$ cat src/rtl/ewl_pkg.sv
package ewl_pkg;
  // Clamp a group-size exponent to the widest meaningful value.
  function automatic int unsigned clamp_shift(input int unsigned k, input int unsigned kmax);
    return (k > kmax) ? kmax : k;
  endfunction
endpackage

$ cat src/rtl/ewl_flag_table.sv
module ewl_flag_table #(
  parameter int IDX_W = 8
) (
  input  logic             clk,
  input  logic             rst_n,
  input  logic             set_en,
  input  logic [IDX_W-1:0] set_idx,
  input  logic             clr_all,
  input  logic [IDX_W-1:0] rd_idx,
  output logic             rd_flag,
  output logic             set_fresh
);
  localparam int DEPTH = 1 << IDX_W;

  logic [DEPTH-1:0] flags_q;
  logic [DEPTH-1:0] flags_d;
  logic             flags_en;

  // Clear is applied first, then the new erase lands in the cleared table.
  always_comb begin
    flags_d = clr_all ? '0 : flags_q;
    if (set_en) flags_d[set_idx] = 1'b1;
  end

  assign flags_en  = set_en | clr_all;
  assign set_fresh = clr_all | ~flags_q[set_idx];
  assign rd_flag   = flags_q[rd_idx];

  always_ff @(posedge clk or negedge rst_n) begin
    if (!rst_n)        flags_q <= '0;
    else if (flags_en) flags_q <= flags_d;
  end
endmodule

$ cat src/rtl/ewl_counters.sv
module ewl_counters #(
  parameter int CNT_W = 16,
  parameter int FC_W  = 9
) (
  input  logic             clk,
  input  logic             rst_n,
  input  logic             ev,
  input  logic             fresh,
  input  logic             clr,
  output logic [CNT_W-1:0] erase_cnt,
  output logic [FC_W-1:0]  flag_cnt
);
  localparam logic [CNT_W-1:0] E_MAX = '1;

  logic [CNT_W-1:0] e_q, e_d, e_base;
  logic [FC_W-1:0]  f_q, f_d, f_base;
  logic             cnt_en;

  always_comb begin
    e_base = clr ? '0 : e_q;
    f_base = clr ? '0 : f_q;
    e_d    = e_base;
    f_d    = f_base;
    if (ev) begin
      e_d = (e_base == E_MAX) ? E_MAX : e_base + 1'b1;
      if (fresh) f_d = f_base + 1'b1;
    end
  end

  assign cnt_en = ev | clr;

  always_ff @(posedge clk or negedge rst_n) begin
    if (!rst_n) begin
      e_q <= '0;
      f_q <= '0;
    end else if (cnt_en) begin
      e_q <= e_d;
      f_q <= f_d;
    end
  end

  assign erase_cnt = e_q;
  assign flag_cnt  = f_q;
endmodule

$ cat src/rtl/ewl_ratio_cmp.sv
module ewl_ratio_cmp #(
  parameter int CNT_W = 16,
  parameter int THR_W = 12,
  parameter int FC_W  = 9
) (
  input  logic [CNT_W-1:0] erase_cnt,
  input  logic [FC_W-1:0]  flag_cnt,
  input  logic [THR_W-1:0] thresh,
  output logic             hit
);
  localparam int PW = THR_W + FC_W;
  localparam int CW = (PW > CNT_W) ? PW : CNT_W;

  logic [PW-1:0] prod;

  // erase_cnt / flag_cnt >= T  rewritten as erase_cnt >= T * flag_cnt
  assign prod = PW'(thresh) * PW'(flag_cnt);
  assign hit  = (flag_cnt != '0) && (CW'(erase_cnt) >= CW'(prod));
endmodule

$ cat src/rtl/erase_flag_tracker.sv
module erase_flag_tracker #(
  parameter int BLK_W = 8,
  parameter int CNT_W = 16,
  parameter int THR_W = 12,
  parameter int SH_W  = 4
) (
  input  logic             clk,
  input  logic             rst_n,
  input  logic             erase_vld,
  input  logic [BLK_W-1:0] erase_blk,
  input  logic [THR_W-1:0] thresh,
  input  logic [SH_W-1:0]  grp_shift,
  input  logic [BLK_W-1:0] rd_idx,
  output logic             rd_flag,
  output logic             level_req,
  output logic [CNT_W-1:0] erase_cnt,
  output logic [BLK_W:0]   flag_cnt
);
  localparam int FC_W = BLK_W + 1;
  localparam logic [FC_W-1:0] NUM_GRP = FC_W'(1) << BLK_W;

  logic [SH_W-1:0]  k_eff;
  logic [BLK_W-1:0] set_idx;
  logic [FC_W-1:0]  grp_total;
  logic             tbl_full;
  logic             set_fresh;

  assign k_eff     = SH_W'(ewl_pkg::clamp_shift(int'(grp_shift), BLK_W));
  assign set_idx   = erase_blk >> k_eff;
  assign grp_total = NUM_GRP >> k_eff;
  assign tbl_full  = (flag_cnt == grp_total);

  ewl_flag_table #(.IDX_W(BLK_W)) u_table (
    .clk      (clk),
    .rst_n    (rst_n),
    .set_en   (erase_vld),
    .set_idx  (set_idx),
    .clr_all  (tbl_full),
    .rd_idx   (rd_idx),
    .rd_flag  (rd_flag),
    .set_fresh(set_fresh)
  );

  ewl_counters #(.CNT_W(CNT_W), .FC_W(FC_W)) u_cnt (
    .clk      (clk),
    .rst_n    (rst_n),
    .ev       (erase_vld),
    .fresh    (set_fresh),
    .clr      (tbl_full),
    .erase_cnt(erase_cnt),
    .flag_cnt (flag_cnt)
  );

  ewl_ratio_cmp #(.CNT_W(CNT_W), .THR_W(THR_W), .FC_W(FC_W)) u_cmp (
    .erase_cnt(erase_cnt),
    .flag_cnt (flag_cnt),
    .thresh   (thresh),
    .hit      (level_req)
  );
endmodule

$ cat config.mk
export PLATFORM = sky130hd
export DESIGN_NAME = erase_flag_tracker
export DESIGN_NICKNAME = d
export VERILOG_FILES = /design/src/rtl/ewl_pkg.sv /design/src/rtl/ewl_flag_table.sv /design/src/rtl/ewl_counters.sv /design/src/rtl/ewl_ratio_cmp.sv /design/src/rtl/erase_flag_tracker.sv
export SDC_FILE = /design/constraint.sdc
export NUM_CORES = 1
export LEC_CHECK = 0
export BUFFER_PORTS_ARGS = -buffer_cell sky130_fd_sc_hd__buf_2
export CAP_MARGIN = 20
export CORE_UTILIZATION = 69
export CTS_CLUSTER_SIZE = 40
export DETAILED_ROUTE_END_ITERATION = 10
export HOLD_SLACK_MARGIN = 0.15
export PLACE_DENSITY = 0.87
export SYNTH_ARGS = -nofsm -noshare
export SYNTH_HDL_FRONTEND = slang
export SYNTH_SLANG_ARGS = --single-unit
$ cat constraint.sdc
create_clock -name clk -period 15.4 [get_ports clk]
set_input_delay 3.85 -clock clk [delete_from_list [all_inputs] [get_ports clk]]
set_output_delay 3.85 -clock clk [all_outputs]
set_load 0.01 [all_outputs]
==> impl_metrics.py <==
metrics = {
    "power_and_ir_drop": {
        "internal_power_uw": 1420,
        "peakVddDrop_mv": 0.195,
        "finalPower_uw": 2250,
        "p_switching_uw": 830,
        "power.leakage_uw": 0.00924,
        "power_density_mw_per_mm2": 110,
        "pwr-share-clk": 0.312,
        "power_frac_seq": 0.362,
        "switching_share": 0.369,
        "combPwrFrac": 0.326,
    },
    "finish": {
        "fin_nets": 2052,
        "final_cell_mix": "nand2_1, dfrtp_1, o21ai_0",
        "final_common_cell": "nand2_1",
        "instances_no_fill": 2279,
        "syn_to_final_growth_pct": 6.83,
        "n_antenna_cell": 0,
        "utilization": 0.755,
        "final_layout_size_suffix_gt1_frac": 0.128,
    },
    "route": {
        "via_count": 16324,
        "drt_iter0_drc": 2215,
        "wl_um": 56300,
        "wl_per_cell_um": 24.7,
        "drc": 0,
        "first_pass_iters": 5,
        "ant_nets": 0,
        "vias_per_cell": 7.16,
    },
    "synth": {
        "syn_nets": 2072,
        "synth-edff-count": 0,
        "syn-mean-instance-area_um2": 10.0,
        "yosysWarnings": 0,
        "synth_seq_cells": 281,
        "ys_async_sr_fraction": 1.00,
        "yosysSeqAreaShare": 0.367,
        "synth_ff_type": "dfrtp_1",
        "synthesis.area_mm2": 0.0191,
        "synthDistinctLibCells": 77,
        "syn-instance-count": 1907,
    },
    "placed_design": {
        "dpl.hpwl_um": 36200,
        "gp_congestion": 0.957,
        "post-place-ws_ns": 1.85,
        "portBuffers": 61,
        "dp.cells": 2222,
    },
    "worst_setup_path": {
        "arrival_ns": 9.80,
        "cp.required_ns": 11.55,
        "start_kind": "input pin",
        "critPathMaxFanout": 9,
        "endpoint_kind": "output pin",
        "max_stage_delay_ns": 0.55,
        "critPathBufInv": 3,
        "crit_family": "adder cells",
        "cp_slowest_cell": "fa_1",
        "critical_path_class": "input pin to output pin",
        "crit_top_cell": "fa_1",
    },
    "floorplanning": {
        "die_w_um": 169,
        "ioPinCount": 62,
        "rows": 60,
        "core_mm2": 0.0271,
        "start_util": 0.706,
        "die_y_um": 169,
        "dieArea_mm2": 0.0284,
    },
    "sta": {
        "period_share": 0.887,
        "finalSetupViolations": 0,
        "drv_slew": 0,
        "fin_crit_ns": 13.65,
        "tightest_slew_ns": 1.11,
        "timing.final.ws_setup_ns": 1.75,
        "setup_tns_ns": 0,
        "skew_ns": 0.0374,
        "slew_headroom": 0.262,
        "final_hold_viol_count": 0,
        "fmax_ghz": 0.0732,
        "rsz0062_at_grt": "false",
    },
    "clocking": {
        "cts_resized": 0,
        "cts_tree": "built",
        "cts_setup_buffers": 0,
        "clk_pin_slew_ns": 0.06,
        "cts-root-buf": "clkbuf_16",
        "cts_buffers": 31,
        "postCtsHoldBufs": 0,
        "cts_max_path_buffers": 3,
        "insertion_delay_ns": 0.59,
        "cts.sinks": 281,
        "cts_max_level": 1,
    },
    "grt": {
        "grt.overflow.total": 0,
        "grt_pass1_vias": 16181,
        "grt_use_total": 0.410,
        "antenna_found_initial": 0,
        "grt_pass1_wl_um": 90000,
        "grt_max_degree": 180,
    },
    "outcome": {
        "status": "finished clean",
    },
    "min_path": {
        "min_path_type": "register to register",
    },
    "job": {
        "max_cap_viol_count": 0,
    },
}
-- final timing paths --
check | startpoint | endpoint | slack [ns] | cells after the start
max in group asynchronous | rst_n | u_table.flags_q[138] | 10.62 | 2
worst max register to register | u_cnt.flag_cnt[4] | u_cnt.erase_cnt[5] | 11.11 | 13
worst min-delay path | u_table.flags_q[94] | u_table.flags_q[94] | 0.50 | 2
min in group asynchronous | rst_n | u_table.flags_q[161] | 3.32 | 1
worst max-delay path | thresh[4] | level_req | 1.75 | 26
worst min register to register | u_table.flags_q[94] | u_table.flags_q[94] | 0.50 | 2
-- registers in the layout (all words and copies together), names as in the netlist --
register	cells
u_cnt.erase_cnt	16
u_cnt.flag_cnt	9
u_table.flags_q	256
-- cell families after synthesis --
kind of cell / after synthesis / share of synthesized area
flops: 281 / 0.367
xor+xnor: 22 / 0.0101
simple gates: 675 / 0.161
mux: 169 / 0.146
compound gates: 418 / 0.153
fa+ha+maj: 130 / 0.113
buf+inv: 212 / 0.0490
-- stage by stage --
| stage | instance area [um^2] | hold slack, ns |
|---|---|---|
| 2_1_floorplan | 19100 | 0.458 |
| 3_3_place_gp | 19500 | 0.480 |
| 3_5_place_dp | 19500 | 0.492 |
| 4_1_cts | 20400 | 0.503 |
| 5_1_grt | 20500 | 0.533 |
| 6_report | 20500 | 0.502 |
-- power groups by stage --
| stage | Combinational [uW] | Sequential, uW | Clock [uW] |
|---|---|---|---|
| after floorplan | 543 | 801 | 0 |
| after global placement | 697 | 821 | 0 |
| after detailed placement | 719 | 823 | 0 |
| after CTS | 727 | 811 | 703 |
| after global routing | 818 | 818 | 729 |
| final | 734 | 814 | 703 |
-- per-layer routing --
metal | global-route usage | share of wire | vias to the layer above
li1 | - | - | 6802
met3 | 0.0905 | 0.12 | 279
met5 | 0 | 0 | -
met1 | 0.550 | 0.36 | 8004
met2 | 0.640 | 0.46 | 1239
met4 | 0.198 | 0.054 | 0
-- synthesized netlist by cell type (4+ instances only) --
library cell  instances  area share
nand2b_1              9      0.0029
nand3_1              49       0.013
buf_2                26      0.0068
o21ai_1               5      0.0013
xor2_1               12      0.0055
o211ai_1              4      0.0016
a211oi_1              6      0.0024
o21ai_0             163       0.043
mux4_2               88        0.10
o21bai_1              5      0.0020
clkbuf_1             79       0.015
a22o_1              126       0.058
and2_1               76       0.025
buf_1                14      0.0027
buf_6                 7      0.0041
nor3_1               22      0.0058
fa_1                 71       0.074
a32oi_1              22       0.010
inv_1                73       0.014
dfrtp_1             281        0.37
and3_1                8      0.0026
nand2_1             377       0.074
nor2_1               69       0.014
ha_1                 59       0.039
a21oi_1              21      0.0055
mux2i_1              77       0.040
a311oi_1              5      0.0023
buf_4                12      0.0047
or3_1                10      0.0033
nand4_1              20      0.0065
a2111oi_0             5      0.0023
nor2b_1               6      0.0020
xnor2_1              10      0.0046
o21a_1                4      0.0016
a31oi_1              18      0.0059
-- final cells by class --
cell class,instances,area [um^2]
repair buffers,86,541
fillers,1803,6650
clock inverters,6,47.5
inverters,73,274
multi-input cells,1414,11200
clock buffers,47,896
flip-flops and latches,281,7030
well taps,372,465
-- tightest hold or removal path: stages (launching register included) --
cell and delay, ns:
dfrtp_1 0.36, nand2_1 0.05, o21ai_0 0.06
Power figures use the tool's default switching activity.
